File: config.mk
export PLATFORM = sky130hd
export DESIGN_NAME = mw_eeprom_reader
export DESIGN_NICKNAME = d
export VERILOG_FILES = /design/src/rtl/mw_rd_pkg.sv /design/src/rtl/mw_rd_path.sv /design/src/rtl/mw_rd_ctrl.sv /design/src/rtl/mw_eeprom_reader.sv
export SDC_FILE = /design/constraint.sdc
export NUM_CORES = 1
export LEC_CHECK = 0
export ABC_AREA = 1
export ABC_CLOCK_PERIOD_IN_PS = 3300
export BUFFER_PORTS_ARGS = -buffer_cell sky130_fd_sc_hd__buf_4
export CAP_MARGIN = 20
export CORE_MARGIN = 2
export CORE_UTILIZATION = 45
export CTS_CLUSTER_DIAMETER = 60
export DETAILED_ROUTE_END_ITERATION = 10
export SYNTH_ARGS = -nofsm -noshare
export SYNTH_HDL_FRONTEND = slang
export SYNTH_SLANG_ARGS = --single-unit
File: constraint.sdc
create_clock -name clk -period 3.3 [get_ports clk]
set_input_delay 0.165 -clock clk [delete_from_list [all_inputs] [get_ports clk]]
set_output_delay 0.165 -clock clk [all_outputs]
set_load 0.05 [all_outputs]
File: src/rtl/mw_rd_pkg.sv
package mw_rd_pkg;

  localparam int WORD_W = 16;
  localparam int OPC_W  = 3;
  localparam logic [OPC_W-1:0] OPC_READ = 3'b110;

  typedef enum logic [2:0] {
    ST_IDLE,
    ST_LOAD,
    ST_CMD,
    ST_ADDR,
    ST_DATA,
    ST_TAIL,
    ST_GAP
  } mwState_t;

  typedef struct packed {
    logic startTxn;
    logic loadCmd;
    logic shiftOut;
    logic shiftIn;
    logic addSum;
    logic nextWord;
    logic finish;
    logic driveDi;
  } mwStrobes_t;

endpackage

File: src/rtl/mw_rd_path.sv
module mw_rd_path
  import mw_rd_pkg::*;
#(
  parameter int          ADDR_W    = 6,
  parameter logic [15:0] SIGNATURE = 16'hBABA
) (
  input  logic              clk,
  input  logic              rstN,
  input  mwStrobes_t        st,
  input  logic [ADDR_W-1:0] startAddr,
  input  logic              bootReq,
  input  logic              eeDo,
  output logic              eeDi,
  output logic              bootActive,
  output logic              lastWord,
  output logic [WORD_W-1:0] rdData,
  output logic              dataValid,
  output logic              sumOk
);

  localparam int OUT_W = OPC_W + ADDR_W;
  localparam logic [ADDR_W-1:0] LAST_ADDR = '1;

  logic [ADDR_W-1:0] addrQ;
  logic              bootQ;
  logic [OUT_W-1:0]  outSr;
  logic [WORD_W-1:0] inSr;
  logic [WORD_W-1:0] sumQ;
  logic [WORD_W-1:0] rdQ;
  logic              validQ;
  logic              okQ;

  always_ff @(posedge clk) begin
    if (!rstN) begin
      addrQ  <= '0;
      bootQ  <= 1'b0;
      outSr  <= '0;
      inSr   <= '0;
      sumQ   <= '0;
      rdQ    <= '0;
      validQ <= 1'b0;
      okQ    <= 1'b0;
    end else begin
      validQ <= st.finish;
      if (st.startTxn) begin
        addrQ <= bootReq ? '0 : startAddr;
        bootQ <= bootReq;
      end else if (st.nextWord) begin
        addrQ <= addrQ + 1'b1;
      end
      if (st.loadCmd) begin
        outSr <= {OPC_READ, addrQ};
      end else if (st.shiftOut) begin
        outSr <= {outSr[OUT_W-2:0], 1'b0};
      end
      if (st.shiftIn) begin
        inSr <= {inSr[WORD_W-2:0], eeDo};
      end
      if (st.startTxn) begin
        sumQ <= '0;
      end else if (st.addSum) begin
        sumQ <= sumQ + inSr;
      end
      if (st.finish) begin
        rdQ <= bootQ ? sumQ : inSr;
        okQ <= bootQ && (sumQ == SIGNATURE);
      end
    end
  end

  assign eeDi       = st.driveDi & outSr[OUT_W-1];
  assign bootActive = bootQ;
  assign lastWord   = (addrQ == LAST_ADDR);
  assign rdData     = rdQ;
  assign dataValid  = validQ;
  assign sumOk      = okQ;

  // result strobe lasts a single cycle
  assert_valid_pulse_R11: assert property (@(posedge clk) disable iff (!rstN)
    dataValid |=> !dataValid);

  // the checksum flag only moves together with the result strobe
  assert_ok_with_valid_R10: assert property (@(posedge clk) disable iff (!rstN)
    !$stable(sumOk) |-> dataValid);

  // data line quiet while the device is shifting data out
  assert_di_quiet_R12: assert property (@(posedge clk) disable iff (!rstN)
    st.shiftIn |-> !eeDi);

endmodule

File: src/rtl/mw_rd_ctrl.sv
module mw_rd_ctrl
  import mw_rd_pkg::*;
#(
  parameter int ADDR_W   = 6,
  parameter int HALF_DIV = 125
) (
  input  logic       clk,
  input  logic       rstN,
  input  logic       start,
  input  logic       eeDo,
  input  logic       bootActive,
  input  logic       lastWord,
  output mwStrobes_t st,
  output logic       eeCs,
  output logic       eeSk,
  output logic       busy
);

  localparam int BIT_MAX = (ADDR_W > WORD_W) ? ADDR_W : WORD_W;
  localparam int CNT_W   = $clog2(BIT_MAX + 1);

  mwState_t   state;
  logic [CNT_W-1:0] bitCnt;
  logic       diEn;
  logic       timed;
  logic       tick;
  logic       moreWords;

  assign timed = (state == ST_CMD) || (state == ST_ADDR) || (state == ST_DATA) ||
                 (state == ST_TAIL) || (state == ST_GAP);
  assign moreWords = bootActive && !lastWord;

  generate
    if (HALF_DIV <= 1) begin : g_noDiv
      assign tick = timed;
    end else begin : g_div
      localparam int DIV_W = $clog2(HALF_DIV + 1);
      logic [DIV_W-1:0] divQ;
      assign tick = timed && (divQ == DIV_W'(HALF_DIV - 1));
      always_ff @(posedge clk) begin
        if (!rstN || !timed || tick) divQ <= '0;
        else                         divQ <= divQ + 1'b1;
      end
    end
  endgenerate

  always_ff @(posedge clk) begin
    if (!rstN) begin
      state  <= ST_IDLE;
      eeCs   <= 1'b0;
      eeSk   <= 1'b0;
      bitCnt <= '0;
      busy   <= 1'b0;
      diEn   <= 1'b0;
    end else begin
      case (state)
        ST_IDLE: if (start) begin
          state <= ST_LOAD;
          busy  <= 1'b1;
        end
        ST_LOAD: begin
          eeCs   <= 1'b1;
          diEn   <= 1'b1;
          bitCnt <= '0;
          state  <= ST_CMD;
        end
        ST_CMD, ST_ADDR, ST_DATA: if (tick) begin
          if (!eeSk) begin
            eeSk <= 1'b1;
          end else begin
            eeSk   <= 1'b0;
            bitCnt <= bitCnt + 1'b1;
            if (state == ST_CMD) begin
              if (bitCnt == CNT_W'(OPC_W - 1)) begin
                state  <= ST_ADDR;
                bitCnt <= '0;
              end
            end else if (state == ST_ADDR) begin
              if (!eeDo || bitCnt == CNT_W'(ADDR_W - 1)) begin
                state  <= ST_DATA;
                bitCnt <= '0;
                diEn   <= 1'b0;
              end
            end else begin
              if (bitCnt == CNT_W'(WORD_W - 1)) begin
                state  <= ST_TAIL;
                bitCnt <= '0;
              end
            end
          end
        end
        ST_TAIL: if (tick) begin
          eeCs  <= 1'b0;
          state <= ST_GAP;
        end
        ST_GAP: if (tick) begin
          if (moreWords) begin
            state <= ST_LOAD;
          end else begin
            state <= ST_IDLE;
            busy  <= 1'b0;
          end
        end
        default: state <= ST_IDLE;
      endcase
    end
  end

  always_comb begin
    st         = '0;
    st.driveDi = diEn;
    case (state)
      ST_IDLE: st.startTxn = start;
      ST_LOAD: st.loadCmd  = 1'b1;
      ST_CMD,
      ST_ADDR: st.shiftOut = tick && eeSk;
      ST_DATA: st.shiftIn  = tick && eeSk;
      ST_TAIL: st.addSum   = tick && bootActive;
      ST_GAP: begin
        st.nextWord = tick && moreWords;
        st.finish   = tick && !moreWords;
      end
      default: st = '0;
    endcase
  end

  // no clock edge towards the device without select
  assert_sk_in_cs_R2: assert property (@(posedge clk) disable iff (!rstN)
    eeSk |-> eeCs);

  // address phase never runs past the configured width
  assert_addr_bound_R5: assert property (@(posedge clk) disable iff (!rstN)
    (state == ST_ADDR) |-> (bitCnt < CNT_W'(ADDR_W)));

  // serial clock only toggles on a prescaler tick
  assert_sk_on_tick_R8: assert property (@(posedge clk) disable iff (!rstN)
    !$stable(eeSk) |-> $past(tick));

  // busy only rises in answer to a start request
  assert_busy_from_start_R11: assert property (@(posedge clk) disable iff (!rstN)
    $rose(busy) |-> $past(start));

endmodule

File: src/rtl/mw_eeprom_reader.sv
module mw_eeprom_reader
  import mw_rd_pkg::*;
#(
  parameter int          ADDR_W    = 6,
  parameter int          HALF_DIV  = 125,
  parameter logic [15:0] SIGNATURE = 16'hBABA
) (
  input  logic              clk,
  input  logic              rstN,
  input  logic              start,
  input  logic              bootMode,
  input  logic [ADDR_W-1:0] wordAddr,
  output logic              busy,
  output logic              dataValid,
  output logic [15:0]       rdData,
  output logic              sumOk,
  output logic              eeCs,
  output logic              eeSk,
  output logic              eeDi,
  input  logic              eeDo
);

  mwStrobes_t strobes;
  logic       bootActive;
  logic       lastWord;

  mw_rd_ctrl #(.ADDR_W(ADDR_W), .HALF_DIV(HALF_DIV)) uCtrl (
    .clk(clk), .rstN(rstN), .start(start), .eeDo(eeDo),
    .bootActive(bootActive), .lastWord(lastWord), .st(strobes),
    .eeCs(eeCs), .eeSk(eeSk), .busy(busy)
  );

  mw_rd_path #(.ADDR_W(ADDR_W), .SIGNATURE(SIGNATURE)) uPath (
    .clk(clk), .rstN(rstN), .st(strobes), .startAddr(wordAddr),
    .bootReq(bootMode), .eeDo(eeDo), .eeDi(eeDi), .bootActive(bootActive),
    .lastWord(lastWord), .rdData(rdData), .dataValid(dataValid), .sumOk(sumOk)
  );

  // busy ends exactly when the result is presented
  assert_busy_ends_valid_R11: assert property (@(posedge clk) disable iff (!rstN)
    $fell(busy) |-> dataValid);

endmodule

---- Yosys cells after proc, flatten, opt, wreduce, memory -nomap -nowiden ----
Cells that the tools add are included.
storage, ports and cells
  bits in registers ....................... 85
  bits of input ports ..................... 11
  output and inout port bits .............. 22
  logic and storage cells ................. 128
operators by class
  $add $sub $neg .......................... 4
  equal/unequal tests ..................... 24
  multiplexer cells ....................... 46
  bitwise operators ....................... 2
  reduce and logical (&&, ||, !) cells .... 36
operator list
  kind                  number
  $mux 5                7
  $mux 3                10
  $mux 6                3
  $mux 9                2
  $mux 1                17
  $add 16x16->16        1
  $eq 16x16->1 const B  1
  $mux 16               1
  $pmux 3 s5            1
  $ne 2x1->1 const B    6
  $pmux 5 s2            1
  $reduce_bool 2->1     5
  $eq 3x3->1 const B    3
  $reduce_and 8->1      1
  $add 7x1->7 const B   1
  $eq 7x7->1 const B    1
  $logic_and 1x1->1     7
  $logic_or 1x1->1      7
  $reduce_or 7->1       1
  $add 6x1->6 const B   1
  $eq 3x2->1 const B    2
  $eq 6x6->1 const B    1
  $ne 2x2->1 const B    3
  $pmux 1 s2            3
  19 further kinds      26

---- Depth between registers and ports, before layout ----
  depth in word-level cells ............... 10
  depth in mapped cells ................... 12
  gate-level depth less buffers ........... 12

---- Cells and area by module ----
From an unflattened synthesis, not the netlist that was laid out.
second synthesis, totals
  cell total of the unflattened synthesis .. 741
  area total of the unflattened synthesis .. 4868.4 um^2
by module, submodules not included
  module      instances  cells each  area an instance (um^2)  sequential area each (um^2)
  mw_rd_path  1          548         3606.0                   1321.3
  mw_rd_ctrl  1          193         1262.5                   380.4

---- Least setup slack after synthesis ----
Ideal clock, no wire load.
  kind .................................... register -> output
  start ................................... register uCtrl.state[1]
  end ..................................... output port eeDi
  arrival time ............................ 1.833 ns
  data required time ...................... 3.135 ns
  setup slack ............................. 1.302 ns
  stages on the path, launching flop included .. 7
  path buffers ............................ 1
  cell sequence ........................... dfxtp_1 inv_2 nand2_1 nor2_4 inv_1 clkbuf_1 a31oi_1
on the way
  longest elaborated chain between the ends .. 4
  elaborated cells on any way between the ends .. 10
  classes of those cells .................. 6 x eq/ne; 1 x mux; 1 x bitwise; 2 x reduce/logical
RTL lines
  item                                RTL line                text
  start, declared                     mw_rd_ctrl.sv:22        mwState_t state;
  start signal, assigned              mw_rd_ctrl.sv:49        state <= ST_IDLE;
  start signal, assigned              mw_rd_ctrl.sv:58        state <= ST_LOAD;
  start signal, assigned              mw_rd_ctrl.sv:65        state <= ST_CMD;
  $eq 3x1->1 (tied with other cells)  mw_rd_ctrl.sv:112       case (state)
  $reduce_or 7->1 (no source line) *  --
  $mux 1 *                            mw_rd_ctrl.sv:112
  $and 1x1->1 *                       mw_rd_path.sv:71        assign eeDi = st.driveDi & outSr[OUT_W-1];
  end, declared                       mw_eeprom_reader.sv:19  output logic eeDi,
Every way passes the cells marked *; elsewhere a longest branch is shown, timed or not.

---- Worst setup path after layout ----
  start ................................... register uCtrl.state[2]
  end ..................................... register uPath.inSr[12]
on the way
  longest elaborated chain between the ends .. 8
  elaborated cells on any way between the ends .. 12
  classes of those cells .................. 5 x eq/ne; 1 x mux; 6 x reduce/logical
RTL lines
  item                            RTL line           text
  $eq 3x2->1                      mw_rd_ctrl.sv:29   assign timed = (state == ST_CMD) || (state == ST_ADDR) || (state == ST_DATA) ||
  $logic_or 1x1->1 (3 in series)  mw_rd_ctrl.sv:29
  $logic_or 1x1->1                mw_rd_ctrl.sv:30   (state == ST_TAIL) || (state == ST_GAP);
  $logic_and 1x1->1               mw_rd_ctrl.sv:39   assign tick = timed && (divQ == DIV_W'(HALF_DIV - 1));
  $logic_and 1x1->1               mw_rd_ctrl.sv:117  ST_DATA: st.shiftIn = tick && eeSk;
  $mux 1 *                        mw_rd_ctrl.sv:112
  end signal, assigned            mw_rd_path.sv:57   inSr <= {inSr[WORD_W-2:0], eeDo};
  end, declared                   mw_rd_path.sv:27   logic [WORD_W-1:0] inSr;
Marked as above.
A chain may end at the register's enable or synchronous reset.

==> results.yml <==
timing:
  holdWs_ps: 84.75
  finalMaxSlewViolations: 0
  tightest_slew_ps: 606.6
  finalClockSkew_ps: 6.636
  setup_slack_ps: 1079
  relSlewSlack: 0.5951
  setup_viol: 0
  rsz0062_at_grt: "no"
  min_period_over_period: 0.6732
  max_freq_ghz: 0.4502
  period_minus_slack_ps: 2221
  hold_viol_final: 0
  tns_ps: 0
global_route:
  grt_pass1_wl_microns: 19000
  grtUsageTotal: 0.2096
  grt_pass1_vias: 3967
  antenna_found_initial: 0
  grt_overflow: 0
  grt_max_degree: 50
die:
  die_area_sq_um: 11400
  die_w_microns: 106.8
  coreArea_sq_um: 10280
  num_rows: 37
  die_y_microns: 106.8
  pin_count: 33
  start_util: 0.4624
placed_design:
  post-dp-hpwl_microns: 8378
  dp.cells: 842
  portBuffers: 32
  place_ws_ps: 1120
  globalplace.congestion: 0.9519
clocking:
  clk_latency_ps: 370
  path_clk_slew_ps: 80
  cts-root-buf: "clkbuf_8"
  clock_sinks: 85
  h-tree-depth: 3
  cts_resized: 0
  cts_buffers: 9
  clockBufferDepth: 2
  cts_tree: "built"
  ctsHoldBuffers: 0
  post-cts-setup-buffers: 0
drt:
  wl_microns: 11290
  drcViolationCount: 0
  dr.max_layer_used: "met4"
  num_vias: 4352
  dr_wl_met3_microns: 588
  viasPerCell: 5.072
  drtIter0Drc: 245
  postRouteAntennaNets: 0
  dr_wl_met2_microns: 4949
  wl_per_cell_microns: 13.16
  first_pass_iters: 4
  m1WireLength_microns: 5635
synthesis:
  syn_area_per_cell_sq_um: 6.867
  syn_nets: 729
  ys_seq_area_frac: 0.3581
  synthCells: 692
  yosys_warnings: 0
  ys_ff_latch: 85
  async_flop_share: 0
  synthFlopType: "dfxtp_1"
  synth.distinct_cells: 40
  synth_edf_count: 0
  synth_area_sq_um: 4752
layout:
  drive_above_1_share: 0.1025
  fillerInstances: 1069
  final_cell_mix: "146 x nand2_1, 91 x nor2_1, 88 x inv_1, 85 x dfxtp_1, 57 x a21oi_1"
  antenna_cells: 0
  nets: 754
  area_delta_synth_final_pct: 11.11
  final_cells: 858
  layout_commonest_cell: "nand2_1"
pwr:
  vdd_ir_drop_max_v: 0.0003719
  power.density_nw_per_um2: 487.1
  power_w: 0.002572
  leakage_nw: 2.382
worst_setup_path:
  worstSetupStartpointType: "flop"
  arrival_ps: 2530
  critPathBufInv: 1
  worstPathCellList: "ha_1 > nand2_2 > nand3_4 > nor2_2 > buf_4 > o21ai_0 > a21oi_1"
  cp_slowest_cell: "dfxtp_1"
  cp_max_fo: 19
  path_class: "flop to flop"
  crit_path_end_kind: "flop"
  max_stage_delay_ps: 550
  cpLargestDelayFamily: "simple AND/OR/NAND/NOR gates"
  required_ps: 3610
min_path:
  min-delay-path-class: "primary input to flop"
run_status:
  status: "complete, no violations"
run:
  maxCapViolations: 0
[kinds of logic (layout without fill, tap and decap cells)]
| family | Yosys count | count (layout) | share of synthesized area |
|---|---|---|---|
| flops | 85 | 85 | 0.3581 |
| compound gates | 141 | 141 | 0.1603 |
| xor+xnor | 13 | 13 | 0.02396 |
| buf+inv | 114 | 144 | 0.09636 |
| simple gates | 313 | 313 | 0.2912 |
| fa+ha+maj | 26 | 26 | 0.07004 |
[cells in the mapped netlist, types with 3 or more instances]
cell,number,area share
nand3_1,41,0.043
nor2_4,3,0.0071
a21oi_1,57,0.060
dfxtp_1,85,0.36
xor2_1,9,0.017
o21ai_1,13,0.014
xnor2_1,4,0.0074
nor2_1,91,0.072
inv_2,5,0.0039
or2_2,3,0.0039
nor3_1,8,0.0084
buf_4,7,0.011
o21ai_0,54,0.057
ha_1,25,0.066
nand2_2,4,0.0053
clkbuf_1,9,0.0071
nand4_1,3,0.0039
nand2_1,146,0.12
inv_1,88,0.070
nand3_2,4,0.0084
buf_2,3,0.0032
nand3b_1,3,0.0047
[sequential cells by signal, summed over array words and instances (netlist names), 3 cells and up]
| signal | cells |
|---|---|
| uCtrl.g_div.divQ | 7 |
| uCtrl.bitCnt | 5 |
| uPath.sumQ | 16 |
| uCtrl.state | 3 |
| uPath.outSr | 9 |
| uPath.addrQ | 6 |
| uPath.rdData | 16 |
| uPath.inSr | 16 |
[through the flow]
step,cell area [sq um],util
after global placement,5072,0.4935
after detailed placement,5072,0.4935
final,5280,0.5138
after global routing,5280,0.5138
after CTS,5280,0.5138
after floorplan,4752,-
[cell type report]
class | instances | area, sq um | share of cell area
Clock inverter | 4 | 72.57 | 0.01374
Timing Repair Buffer | 34 | 255.2 | 0.04834
Inverter | 94 | 352.8 | 0.06682
Multi-Input combinational cell | 493 | 2592 | 0.4910
Tap cell | 136 | 170.2 | 0.03223
Clock buffer | 12 | 135.1 | 0.02559
Sequential cell | 85 | 1702 | 0.3223
[where the power goes]
part           switching (W)  internal, W  leakage [nW]
Sequential         0.0000685      0.00110         0.687
Clock               0.000379     0.000426         0.101
Combinational       0.000424     0.000174          1.59
[per-layer routing]
| metal | track usage | up-vias |
|---|---|---|
| met5 | 0 | - |
| met1 | 0.2912 | 1969 |
| met4 | 0.04917 | 0 |
| met2 | 0.3244 | 96 |
| met3 | 0.05714 | 10 |
| li1 | - | 2277 |
[final timing paths]
check	from	endpoint	slack, ps	cells after the start
worst max-delay path	uCtrl.state[2]	uPath.inSr[12]	1080	7
worst min-delay path	eeDo	uPath.inSr[0]	80	3
worst max register to register	uCtrl.state[2]	uPath.inSr[12]	1080	7
worst min register to register	uCtrl.g_div.divQ[0]	uCtrl.g_div.divQ[0]	460	1
[worst register-to-register path: cells and delay by family, from the launching register on]
family                     cells  cell delay (ps)
buffers and inverters          1              320
adders and majority gates      1              310
and+or+nand+nor                3              710
DFF                            1              550
AOI/OAI and AO/OA              2              260
Power figures use the tool's default switching activity.
